## src/rtl/mrs_pkg.sv

```systemverilog
// Shared types and register layout for the tagged receive silo.
// Assumes at most 16 lines and 8-bit characters, which the 16-bit read word fixes.
package mrs_pkg;
    localparam int CHAR_W     = 8;
    localparam int LINE_FLD_W = 4;

    localparam logic [1:0] SEL_CTRL = 2'd0;
    localparam logic [1:0] SEL_RXW  = 2'd1;
    localparam logic [1:0] SEL_LVL  = 2'd2;

    localparam int CB_RIE  = 6;
    localparam int CB_RI   = 7;
    localparam int CB_SIE  = 12;
    localparam int CB_SI   = 14;

    // One stored entry: the order of the fields is the read-word bit order 14:0
    typedef struct packed {
        logic                  ovr;
        logic                  ferr;
        logic                  perr;
        logic [LINE_FLD_W-1:0] line;
        logic [CHAR_W-1:0]     ch;
    } silo_entry_t;
endpackage

```

## src/rtl/mrs_line_capture.sv

```systemverilog
// Per-line capture registers and a fixed-priority picker.
// Each line keeps its last strobed character until it is granted.
// The lowest-numbered pending line is granted once per cycle.
// Assumes a line does not strobe again before its previous character is granted.
// If it does, the newer character replaces the older one.
module mrs_line_capture
    import mrs_pkg::*;
#(
    parameter int NUM_LINES = 16
) (
    input  logic                        clk,
    input  logic                        rst_n,
    input  logic [NUM_LINES-1:0]        strobe,
    input  logic [NUM_LINES*CHAR_W-1:0] data,
    input  logic [NUM_LINES-1:0]        perr,
    input  logic [NUM_LINES-1:0]        ferr,
    input  logic                        accept,
    output logic                        grant_vld,
    output silo_entry_t                 grant_entry
);
    logic [NUM_LINES-1:0] pend;
    logic [CHAR_W-1:0]    ch_arr [NUM_LINES];
    logic [NUM_LINES-1:0] pe_arr;
    logic [NUM_LINES-1:0] fe_arr;
    logic [LINE_FLD_W-1:0] gidx;

    for (genvar g = 0; g < NUM_LINES; g++) begin : g_line
        logic              pend_q;
        logic [CHAR_W-1:0] ch_q;
        logic              pe_q;
        logic              fe_q;

        // Hold a line's character from its strobe until the picker takes it
        always_ff @(posedge clk) begin
            if (!rst_n) begin
                pend_q <= 1'b0;
                ch_q   <= '0;
                pe_q   <= 1'b0;
                fe_q   <= 1'b0;
            end else if (strobe[g]) begin
                pend_q <= 1'b1;
                ch_q   <= data[g*CHAR_W +: CHAR_W];
                pe_q   <= perr[g];
                fe_q   <= ferr[g];
            end else if (accept && grant_vld && gidx == LINE_FLD_W'(g)) begin
                pend_q <= 1'b0;
            end
        end

        assign pend[g]   = pend_q;
        assign ch_arr[g] = ch_q;
        assign pe_arr[g] = pe_q;
        assign fe_arr[g] = fe_q;
    end

    // Pick the lowest-numbered pending line
    always_comb begin
        gidx = '0;
        for (int i = NUM_LINES - 1; i >= 0; i--) begin
            if (pend[i]) gidx = LINE_FLD_W'(i);
        end
    end

    assign grant_vld = |pend;

    // Form the entry of the granted line; the overrun mark is added by the top
    always_comb begin
        grant_entry      = '0;
        grant_entry.line = gidx;
        grant_entry.ch   = ch_arr[gidx];
        grant_entry.perr = pe_arr[gidx];
        grant_entry.ferr = fe_arr[gidx];
    end
endmodule

```

## src/rtl/mrs_fifo.sv

```systemverilog
// Storage array for silo entries with a fill counter.
// The caller must not push when full or pop when empty.
// DEPTH must be a power of two.
module mrs_fifo
    import mrs_pkg::*;
#(
    parameter int DEPTH = 64,
    localparam int PTR_W = $clog2(DEPTH),
    localparam int CNT_W = $clog2(DEPTH + 1)
) (
    input  logic             clk,
    input  logic             rst_n,
    input  logic             push,
    input  silo_entry_t      wentry,
    input  logic             pop,
    output silo_entry_t      head,
    output logic [CNT_W-1:0] fill
);
    silo_entry_t      mem [DEPTH];
    logic [PTR_W-1:0] wptr;
    logic [PTR_W-1:0] rptr;

    // Write the pushed entry into the array
    always_ff @(posedge clk) begin
        if (push) mem[wptr] <= wentry;
    end

    // Advance the pointers and track the fill count
    always_ff @(posedge clk) begin
        if (!rst_n) begin
            wptr <= '0;
            rptr <= '0;
            fill <= '0;
        end else begin
            if (push) wptr <= wptr + PTR_W'(1);
            if (pop)  rptr <= rptr + PTR_W'(1);
            case ({push, pop})
                2'b10:   fill <= fill + CNT_W'(1);
                2'b01:   fill <= fill - CNT_W'(1);
                default: fill <= fill;
            endcase
        end
    end

    assign head = mem[rptr];
endmodule

```

## src/rtl/mux_rx_silo.sv

```systemverilog
// Top of the tagged receive silo.
// Combines the line capture stage and the entry store with the control,
// receive-word and alarm-level registers.
// Assumes NUM_LINES <= 16 and a power-of-two DEPTH.
// Read data is combinational from reg_sel. A receive-word read removes the head entry at the edge.
module mux_rx_silo
    import mrs_pkg::*;
#(
    parameter int NUM_LINES   = 16,
    parameter int DEPTH       = 64,
    parameter int ALARM_RESET = 16,
    localparam int CNT_W = $clog2(DEPTH + 1)
) (
    input  logic                        clk,
    input  logic                        rst_n,
    input  logic [NUM_LINES-1:0]        line_strobe,
    input  logic [NUM_LINES*CHAR_W-1:0] line_data,
    input  logic [NUM_LINES-1:0]        line_perr,
    input  logic [NUM_LINES-1:0]        line_ferr,
    input  logic [1:0]                  reg_sel,
    input  logic                        reg_rd,
    input  logic                        reg_wr,
    input  logic [15:0]                 reg_wdata,
    output logic [15:0]                 reg_rdata,
    output logic                        rx_irq,
    output logic                        store_irq
);
    logic             grant_vld;
    silo_entry_t      grant_entry;
    silo_entry_t      store_entry;
    silo_entry_t      head;
    logic [CNT_W-1:0] fill;
    logic             full;
    logic             nonempty;
    logic             push;
    logic             drop;
    logic             pop;
    logic             ovr_pend;
    logic             rie;
    logic             sie;
    logic [CNT_W-1:0] level;
    logic             alarm;

    mrs_line_capture #(.NUM_LINES(NUM_LINES)) u_cap (
        .clk         (clk),
        .rst_n       (rst_n),
        .strobe      (line_strobe),
        .data        (line_data),
        .perr        (line_perr),
        .ferr        (line_ferr),
        .accept      (1'b1),
        .grant_vld   (grant_vld),
        .grant_entry (grant_entry)
    );

    assign full     = (fill == CNT_W'(DEPTH));
    assign nonempty = (fill != '0);
    assign push     = grant_vld && !full;
    assign drop     = grant_vld && full;
    assign pop      = reg_rd && (reg_sel == SEL_RXW) && nonempty;

    // Mark the entry with any overrun left by earlier drops
    always_comb begin
        store_entry     = grant_entry;
        store_entry.ovr = ovr_pend;
    end

    mrs_fifo #(.DEPTH(DEPTH)) u_fifo (
        .clk    (clk),
        .rst_n  (rst_n),
        .push   (push),
        .wentry (store_entry),
        .pop    (pop),
        .head   (head),
        .fill   (fill)
    );

    // Remember a drop until the next entry is stored
    always_ff @(posedge clk) begin
        if (!rst_n)    ovr_pend <= 1'b0;
        else if (drop) ovr_pend <= 1'b1;
        else if (push) ovr_pend <= 1'b0;
    end

    // Software-writable enables and alarm level
    always_ff @(posedge clk) begin
        if (!rst_n) begin
            rie   <= 1'b0;
            sie   <= 1'b0;
            level <= CNT_W'(ALARM_RESET);
        end else if (reg_wr) begin
            if (reg_sel == SEL_CTRL) begin
                rie <= reg_wdata[CB_RIE];
                sie <= reg_wdata[CB_SIE];
            end else if (reg_sel == SEL_LVL) begin
                level <= reg_wdata[CNT_W-1:0];
            end
        end
    end

    assign alarm = (level != '0) && (fill >= level);

    // Read data mux for the selected register
    always_comb begin
        reg_rdata = '0;
        case (reg_sel)
            SEL_CTRL: begin
                reg_rdata[CB_RIE] = rie;
                reg_rdata[CB_RI]  = nonempty;
                reg_rdata[CB_SIE] = sie;
                reg_rdata[CB_SI]  = alarm;
            end
            SEL_RXW:  reg_rdata = nonempty ? {1'b1, head} : 16'h0000;
            SEL_LVL:  reg_rdata = 16'(level);
            default:  reg_rdata = '0;
        endcase
    end

    assign rx_irq    = rie && nonempty;
    assign store_irq = sie && alarm;
endmodule

```

## config.mk

```make
export PLATFORM = sky130hd
export DESIGN_NAME = mux_rx_silo
export DESIGN_NICKNAME = d
export VERILOG_FILES = /design/src/rtl/mrs_pkg.sv /design/src/rtl/mrs_line_capture.sv /design/src/rtl/mrs_fifo.sv /design/src/rtl/mux_rx_silo.sv
export SDC_FILE = /design/constraint.sdc
export NUM_CORES = 1
export LEC_CHECK = 0
export BUFFER_PORTS_ARGS = -buffer_cell sky130_fd_sc_hd__buf_4
export CORE_UTILIZATION = 33
export DETAILED_ROUTE_END_ITERATION = 16
export PLACE_DENSITY = 0.61
export SKIP_LAST_GASP = 1
export SLEW_MARGIN = 10
export SYNTH_ARGS = -nofsm -noshare
export SYNTH_HDL_FRONTEND = slang
export SYNTH_SLANG_ARGS = --single-unit
```

## constraint.sdc

```tcl
create_clock -name clk -period 4.6 [get_ports clk]
set_clock_uncertainty 0.1 [all_clocks]
set_input_delay 1.38 -clock clk [delete_from_list [all_inputs] [get_ports clk]]
set_output_delay 1.38 -clock clk [all_outputs]
set_load 0.02 [all_outputs]
```

; Word level (Yosys, flattened, before mapping)
; Memory sizes are Yosys's and may differ from the RTL's. A register that Yosys moved wholly into a read port is not among the register bits.
; Cells that the tools add are included.
[word_totals]
out_inout_bits = 18
memories = 1
ramBits = 960
ff_bits = 205
[op_classes]
n_reduce_logical = 49
n_addsub = 4
order_cmp = 3
bitwise = 2
muxes = 70
n_eq_ne = 20
[mem_list]
columns = name, words, word_bits, read_ports, rd_clocked_by_memory_dff, write_ports, line
row1 = u_fifo.mem, 64, 15, 1, 1, 1, mrs_fifo.sv:19  ; silo_entry_t mem [DEPTH];
[op_table]
columns = operator, n
row1 = $mux 4, 17
row2 = $mux 1, 40
row3 = $reduce_bool 2->1, 18
row4 = $bmux 8 s4, 1
row5 = $eq 4x4->1 const B, 8
row6 = $logic_and 1x1->1, 23
row7 = $eq 4x3->1 const B, 4
row8 = $mux 16, 1
row9 = $mux 8, 2
row10 = $reduce_or 16->1, 1
row11 = $pmux 7 s2, 1
row12 = $reduce_bool 7->1, 2
row13 = $add 6x1->6 const B, 2
row14 = $mux 6, 2
row15 = $pmux 6 s2, 1
row16 = $bmux 1 s4, 2
row17 = $eq 4x2->1 const B, 2
row18 = $add 7x1->7 const B, 1
row19 = $eq 7x7->1 const B, 1
row20 = $ge 7x7->1, 1
row21 = $sub 7x1->7 const B, 1
row22 = $pmux 2 s3, 1
row23 = $ge 5x5->1 const B, 1
row24 = $lt 4x5->1 const B, 1
row25 = 11 further kinds, 14

; Logic depth before layout (Yosys ltp)
; Gate-level depths: netlist of the first run.
[logic_depth]
ltp_word = 20
depth_mapped = 16
depth_no_buf = 16

; Cells and area by module
; From an unflattened synthesis of the first run, not the netlist that was laid out.
[hier_totals]
hier_cells = 2694
area_unflattened_um2 = 47072.6
[modules_own_cells]
columns = mod, cells_each, seq_area_each_um2, n_inst, area_each_um2
row1 = mrs_fifo, 1742, 29328.1, 1, 38035.2
row2 = mrs_line_capture, 838, 3523.4, 1, 8162.8
row3 = mux_rx_silo, 114, 200.2, 1, 874.6

; Worst setup path before layout of the first run
; Ideal clock, no wire load.
[synth_path]
path_type = input -> output
start = in reg_sel[1]
end = out reg_rdata[1]
required_ns = 3.120
t_arrival_ns = 3.088
stages = 7
setup_slack_ns = 0.032
cell_sequence = inv_1 > ha_1 > inv_1 > a31oi_1 > nor2b_1 > nand2_1 > o21ai_0
[synth_via]
elab_chain_cells = 2
elab_cells_between_ends = 3
[synth_lines]
columns = element, line
row1 = "start, declared", mux_rx_silo.sv:20  ; input logic [1:0] reg_sel,
row2 = $eq 2x2->1 or $eq 2x1->1 (tied branches), mux_rx_silo.sv:106  ; case (reg_sel)
row3 = $pmux 6 s2 *, mux_rx_silo.sv:106
row4 = "end, declared", mux_rx_silo.sv:24  ; output logic [15:0] reg_rdata,
; Every way passes the cells marked *; elsewhere a longest branch is shown, timed or not.

==> results.json, run 1 <==
{
  "worst_tran_pin_value_ns": 1.24,
  "tns_ns": -3.37,
  "detail_route.drc_violations": 0,
  "synthesis.instances": 2503,
  "groute.layer.met3.usage": 0.0378,
  "status": "finished with violations",
  "maxCapViolations": 0,
  "total_leakage_power_nw": 18.7,
  "worstPathArrival_ns": 3.43,
  "place_hpwl_um": 75300,
  "gp_routability_congestion": 0.824,
  "drt-wirelength-per-cell_um": 24.7,
  "path_clk_slew_ns": 0.06,
  "floorplan.die.height_um": 377,
  "grt_setup_unrepaired": "yes",
  "timing.rr.end": "u_fifo.mem[12][3]$_DFFE_PP_",
  "cts.root.buffer_cell": "clkbuf_16",
  "cts-htree-levels": 3,
  "fillers": 12508,
  "area_growth_syn_to_layout_pct": 21.3,
  "yosys_most_used_dff": "edfxtp_1",
  "routed-via-count": 24879,
  "grt-busiest-layer": "met2",
  "tritoncts": "built",
  "rr_worst_depth": 10,
  "worstHoldPathCells": 2,
  "x_dimension_of_the_die_um": 377,
  "grt_first_pass_wirelength_um": 175000,
  "avgViaCountPerCell": 5.10,
  "critPathLaunchType": "register",
  "detailedRoute.firstPassIterationCount": 8,
  "hold_slack_ns": 0.384,
  "post_synth_num_cell_types": 66,
  "drive_gt1_frac": 0.321,
  "post-route-worst-setup-slack_ns": -0.308,
  "grt_start_max_net_pins": 106,
  "final_antenna_net_count": 0,
  "postSynthRegisterBits": 1171,
  "hold_path_startpoint": "sie$_SDFFE_PN0P_",
  "vias_in_the_first_global_route": 24946,
  "number_of_antenna_violations_at_the_first_check_in_global_routing": 10,
  "worst_hold_path_type": "reg -> reg",
  "post_dp_cell_area_um2": 51500,
  "r2r_slack_ns": 0.57,
  "critPathMaxFanout": 6,
  "finalMaxSlewViolations": 0,
  "synth.yosys.warnings": 0,
  "synth_nets": 2721,
  "max-slew-margin-rel": 0.170,
  "irDropWorstVdd_v": 0.000311,
  "power_mw": 23.1,
  "floorplan.die_area_um2": 142000,
  "worst-setup-path-type": "reg -> out",
  "cts_inserted_buffers": 115,
  "grt_use_met1": 0.234,
  "post_synth_instance_area_um2": 46400,
  "boundaryPins": 216,
  "row_count": 137,
  "timing.fmax_mhz": 204,
  "drt_iter0_markers": 2519,
  "worstSkewPairLatency_ns": 0.70,
  "design.final.nets": 3123,
  "synth_edf_count": 960,
  "violations": "setup timing",
  "cts-root-to-sink-buffers": 3,
  "starting_density_of_the_core": 0.333,
  "overflow": 0,
  "grt_use_total": 0.168,
  "min_delay_worst_endpoint": "sie$_SDFFE_PN0P_",
  "placeable_core_region_um2": 140000,
  "cell_area_after_layout_um2": 56300,
  "synth-async-reset-ratio": 0,
  "wirelength_um": 120000,
  "report.final.hold_viol_count": 0,
  "use_met2": 0.267,
  "worst_setup_path_end_kind": "output port",
  "power_per_cell_area_nw_per_um2": 410,
  "timing.final.crit_period_ns": 4.91,
  "worst_r2r_startpoint": "u_cap.g_line[4].pend_q$_SDFFE_PN0P_",
  "clock_sink_count": 1171,
  "crit_required_ns": 3.12,
  "post_synthesis_sequential_area_ratio": 0.712,
  "postSynthAreaPerCell_um2": 18.6,
  "min_period_over_period": 1.07,
  "place_ws_ns": -0.187,
  "buffer_ports.inserted": 207,
  "finalSetupViolations": 15
}
registers in the layout, indices dropped and copies added, names as in the netlist, named ones only:
name,count
level,7
ovr_pend,1
rie,1
sie,1
u_cap.g_line.ch_q,128
u_cap.g_line.fe_q,16
u_cap.g_line.pe_q,16
u_cap.g_line.pend_q,16
u_fifo.fill,7
u_fifo.mem,960
u_fifo.rptr,6
u_fifo.wptr,6
synth_stat cells, types with 4 or more instances:
cell,count,area share
a21oi_1,32,0.0034
dfxtp_1,211,0.091
inv_1,34,0.0027
nor4_1,15,0.0020
o22ai_1,13,0.0018
a22oi_1,38,0.0061
a21boi_0,5,0.00081
nor3_1,4,0.00043
a221oi_1,10,0.0019
mux2i_1,192,0.041
nand2b_1,5,0.00067
ha_1,19,0.0051
and3_1,4,0.00054
and2_1,21,0.0028
o21a_1,17,0.0027
nor2_1,107,0.0086
o21ai_0,11,0.0012
a32oi_1,9,0.0017
buf_1,40,0.0032
edfxtp_1,960,0.62
nand3_1,20,0.0022
xnor2_1,10,0.0019
a222oi_1,13,0.0028
buf_2,24,0.0026
o2bb2ai_1,8,0.0015
a21o_1,4,0.00065
clkbuf_1,79,0.0064
nor2b_1,179,0.024
nand2_1,51,0.0041
o211ai_1,10,0.0016
a32o_1,10,0.0022
mux4_2,290,0.14
nand3b_1,7,0.0011
worst max-delay path: stages (launching register included):
cell	delay, ns
dfxtp_4	0.36
buf_12	0.12
buf_12	0.14
buf_16	0.14
buf_12	0.14
mux4_2	0.52
mux4_2	0.54
mux2i_4	0.19
nor2_2	0.05
a21oi_2	0.21
o21ai_1	0.10
buf_4	0.19
metrics by stage:
| step | std cells | utilization |
|---|---|---|
| 5_1_grt | 4878 | 0.404 |
| 2_1_floorplan | 2503 | - |
| 3_3_place_gp | 4616 | 0.369 |
| 6_report | 4879 | 0.404 |
| 3_5_place_dp | 4616 | 0.369 |
| 4_1_cts | 4873 | 0.402 |
power by group:
part	total, mW	internal, mW	switching, mW
Sequential	12.0	11.9	0.0986
Clock	9.34	5.36	3.98
Combinational	1.78	0.723	1.05
final cells by class:
| class | count | area (µm²) | area share |
|---|---|---|---|
| clock buffer | 150 | 3140 | 0.0558 |
| clock inverter | 64 | 608 | 0.0108 |
| multi-input combinational | 1151 | 13100 | 0.232 |
| timing repair buffer | 432 | 3960 | 0.0703 |
| antenna | 1 | 2.50 | 0.0000444 |
| inverter | 34 | 128 | 0.00227 |
| tap | 1876 | 2350 | 0.0417 |
| sequential | 1171 | 33100 | 0.587 |
worst max-delay path by stage:
stage               startpoint            to  slack (ns)  depth (start not counted)
detailed placement  reg_sel[1]  reg_rdata[5]       -0.19                         13
global placement    reg_sel[1]  reg_rdata[5]       -0.10                         13
finish                register  reg_rdata[4]       -0.31                         11
global route          register  reg_rdata[6]       -0.38                         12
CTS                   register  reg_rdata[2]       -0.37                         10
floorplan           reg_sel[1]  reg_rdata[1]        0.03                          7
logic make-up after synthesis:
family | count (synthesis) | share of synthesized area
fa+ha+maj | 20 | 0.00555
xor+xnor | 13 | 0.00245
simple gates | 430 | 0.0496
mux | 482 | 0.182
buf+inv | 181 | 0.0156
flops | 1171 | 0.712
compound gates | 206 | 0.0332
timing repair:
| action | in CTS | in global routing |
|---|---|---|
| hold buffers | 0 | 0 |
| setup endpoints to repair | 15 | 15 |
| cloned | 6 | 2 |
| hold endpoints to repair | 0 | 0 |
| gates resized for setup | 72 | 39 |
| buffers inserted | 39 | 5 |
| pin swaps | 12 | 9 |
cells in the final DEF, fill, tap and decap left out, drive strengths merged, types with 10 or more instances in the layout:
master  instances
bufinv         10
nor2b         179
mux2i         192
a221oi         10
nand2          51
a22oi          38
a222oi         13
nor2          108
a21oi          32
ha             19
edfxtp        960
buf           430
xnor2          10
nor4           15
dfxtp         211
inv            36
o21ai          11
o21a           17
mux4          290
o211ai         10
and2           21
clkinv         50
nand3          20
a32o           10
o22ai          13
clkbuf        152
layer usage:
| metal | share of wire | vias to the layer above |
|---|---|---|
| li1 | - | 10861 |
| met1 | 0.44 | 12979 |
| met2 | 0.47 | 862 |
| met3 | 0.073 | 161 |
| met4 | 0.022 | 16 |
| met5 | 0.00096 | - |
Note: power is estimated with default switching activity, not from simulation.
==> run 2: changes to the inputs <==
CELL_PAD_IN_SITES_DETAIL_PLACEMENT = 0   (was unset)
CELL_PAD_IN_SITES_GLOBAL_PLACEMENT = 1   (was unset)
PLACE_DENSITY = 0.66   (was 0.61)
SKIP_LAST_GASP = unset   (was 1)
==> results.json, run 2 (synthesized netlist as in run 1, its figures left out) <==
{
  "overflow": 0,
  "power_per_cell_area_nw_per_um2": 405,
  "design.final.nets": 3152,
  "area_growth_syn_to_layout_pct": 21.9,
  "cts-htree-levels": 3,
  "final_antenna_net_count": 0,
  "place.detailed.instances": 4610,
  "detailedRoute.firstPassIterationCount": 5,
  "reg_top3": "u_fifo.mem x960, u_cap.g_line.ch_q x128",
  "worstSkewPairLatency_ns": 0.75,
  "leading_cell_type_in_the_layout_fill_and_taps_excluded": "edfxtp_1",
  "irDropWorstVdd_v": 0.000321,
  "switching_power_mw": 5.18,
  "critPathMaxFanout": 7,
  "detail_route.drc_violations": 0,
  "register_area_um2": 33100,
  "status": "finished with violations",
  "timing.rr.end": "u_fifo.mem[19][0]$_DFFE_PP_",
  "placeable_core_region_um2": 140000,
  "finalMaxSlewViolations": 0,
  "r2r_slack_ns": 0.51,
  "cts.root.buffer_cell": "clkbuf_16",
  "largest_register_ff_count": 960,
  "clock_sink_count": 1171,
  "avgViaCountPerCell": 5.03,
  "grt_first_pass_wirelength_um": 176000,
  "register_with_the_most_flip_flops": "u_fifo.mem",
  "fillers": 12627,
  "floorplan.die_area_um2": 142000,
  "worst-setup-path-type": "reg -> out",
  "worst_setup_path_end_kind": "output port",
  "worst_hold_path_type": "reg -> reg",
  "worst_tran_pin_value_ns": 1.04,
  "floorplan.die.height_um": 377,
  "place_hpwl_um": 75800,
  "row_count": 137,
  "cts_inserted_buffers": 116,
  "number_of_antenna_violations_at_the_first_check_in_global_routing": 6,
  "commonest_cells_after_routing_fill_and_taps_aside": "edfxtp_1 (960), buf_4 (387), mux4_2 (290)",
  "post-route-worst-setup-slack_ns": -0.348,
  "hold_path_startpoint": "rie$_SDFFE_PN0P_",
  "min_period_over_period": 1.08,
  "power_mw": 22.9,
  "drive_gt1_frac": 0.329,
  "final_core_util": 0.406,
  "drt-wirelength-per-cell_um": 25.0,
  "vias_in_the_first_global_route": 24718,
  "worstPathArrival_ns": 3.47,
  "swShare": 0.226,
  "crit_required_ns": 3.12,
  "starting_density_of_the_core": 0.333,
  "critPathLaunchType": "register",
  "layoutNonFillerInstCount": 4903,
  "clockPowerShare": 0.398,
  "intPower_mw": 17.8,
  "grt_start_max_net_pins": 72,
  "total_leakage_power_nw": 18.8,
  "cts-root-to-sink-buffers": 3,
  "worst_r2r_startpoint": "u_cap.g_line[11].pend_q$_SDFFE_PN0P_",
  "finalSetupViolations": 15,
  "grt_use_total": 0.171,
  "timing.final.crit_period_ns": 4.95,
  "path_clk_slew_ns": 0.07,
  "timing.fmax_mhz": 202,
  "report.final.hold_viol_count": 0,
  "rr_worst_depth": 9,
  "x_dimension_of_the_die_um": 377,
  "boundaryPins": 216,
  "drt_iter0_markers": 2089,
  "tritoncts": "built",
  "gp_routability_congestion": 0.791,
  "max-slew-margin-rel": 0.302,
  "grt_setup_unrepaired": "yes",
  "maxCapViolations": 0,
  "violations": "setup timing",
  "routed-via-count": 24671,
  "buffer_ports.inserted": 207,
  "wirelength_um": 122000,
  "place_ws_ns": -0.218,
  "number_of_buffers_inserted_for_hold_repair_after_clock_tree_synthesis": 0,
  "seq_power_share": 0.522,
  "multiInputGateArea_um2": 13100,
  "cp_endpoint": "reg_rdata[0]",
  "power.share.combinational": 0.080
}
[run 2: power by group through the flow]
stage / Combinational (mW) / Sequential [mW] / Clock [mW]
after floorplan: 0.903 / 12.2 / 0
after CTS: 1.78 / 12.0 / 9.36
final: 1.83 / 12.0 / 9.13
after detailed placement: 1.67 / 12.2 / 0
after global placement: 1.64 / 12.2 / 0
after global routing: 1.97 / 12.0 / 9.70
[run 2: worst min path at each step]
stage               slack [ns]  cells after the start               end
finish                    0.39                      2  rie$_SDFFE_PN0P_
global route              0.41                      2  rie$_SDFFE_PN0P_
CTS                       0.39                      2  rie$_SDFFE_PN0P_
global placement          0.38                      2  rie$_SDFFE_PN0P_
detailed placement        0.38                      2  rie$_SDFFE_PN0P_
floorplan                 0.35                      2  rie$_SDFFE_PN0P_
[run 2: critical path, stage by stage (launching register included)]
cell and delay, ns:
dfxtp_4 0.38, buf_12 0.16, buf_16 0.16, buf_12 0.13, mux4_2 0.50, mux4_2 0.55, mux2i_1 0.17, buf_4 0.14
o211ai_1 0.25, buf_4 0.26
[run 2: area by class of cell]
class	count	share of cell area
Tap cell	1876	0.0415
Antenna cell	1	0.0000442
Clock buffer	142	0.0541
Inverter	34	0.00225
Sequential cell	1171	0.584
Multi-Input combinational cell	1151	0.231
Clock inverter	68	0.0103
Timing Repair Buffer	460	0.0764
[run 2: layer usage]
metal  vias to the layer above  global-route usage  wire, µm
met5                         -                   0        51
met4                         8              0.0452      2430
met3                       158              0.0420      9130
met2                       741               0.270     58200
met1                     12832               0.234     52600
li1                      10932                   -         -
[run 2: through the flow]
step	cell area, µm²	TNS, ns	hold WS (ns)
floorplan	46400	0	0.352
global placement	51400	-0.576	0.383
detailed placement	51400	-1.03	0.384
CTS	55800	-5.16	0.393
global route	56600	-5.19	0.407
finish	56600	-4.10	0.393
[run 2: repair_timing]
action / in CTS / in global routing
pin swaps: 16 / 25
cloned: 10 / 7
gates resized for setup: 76 / 53
setup endpoints to repair: 15 / 15
buffers inserted: 25 / 46
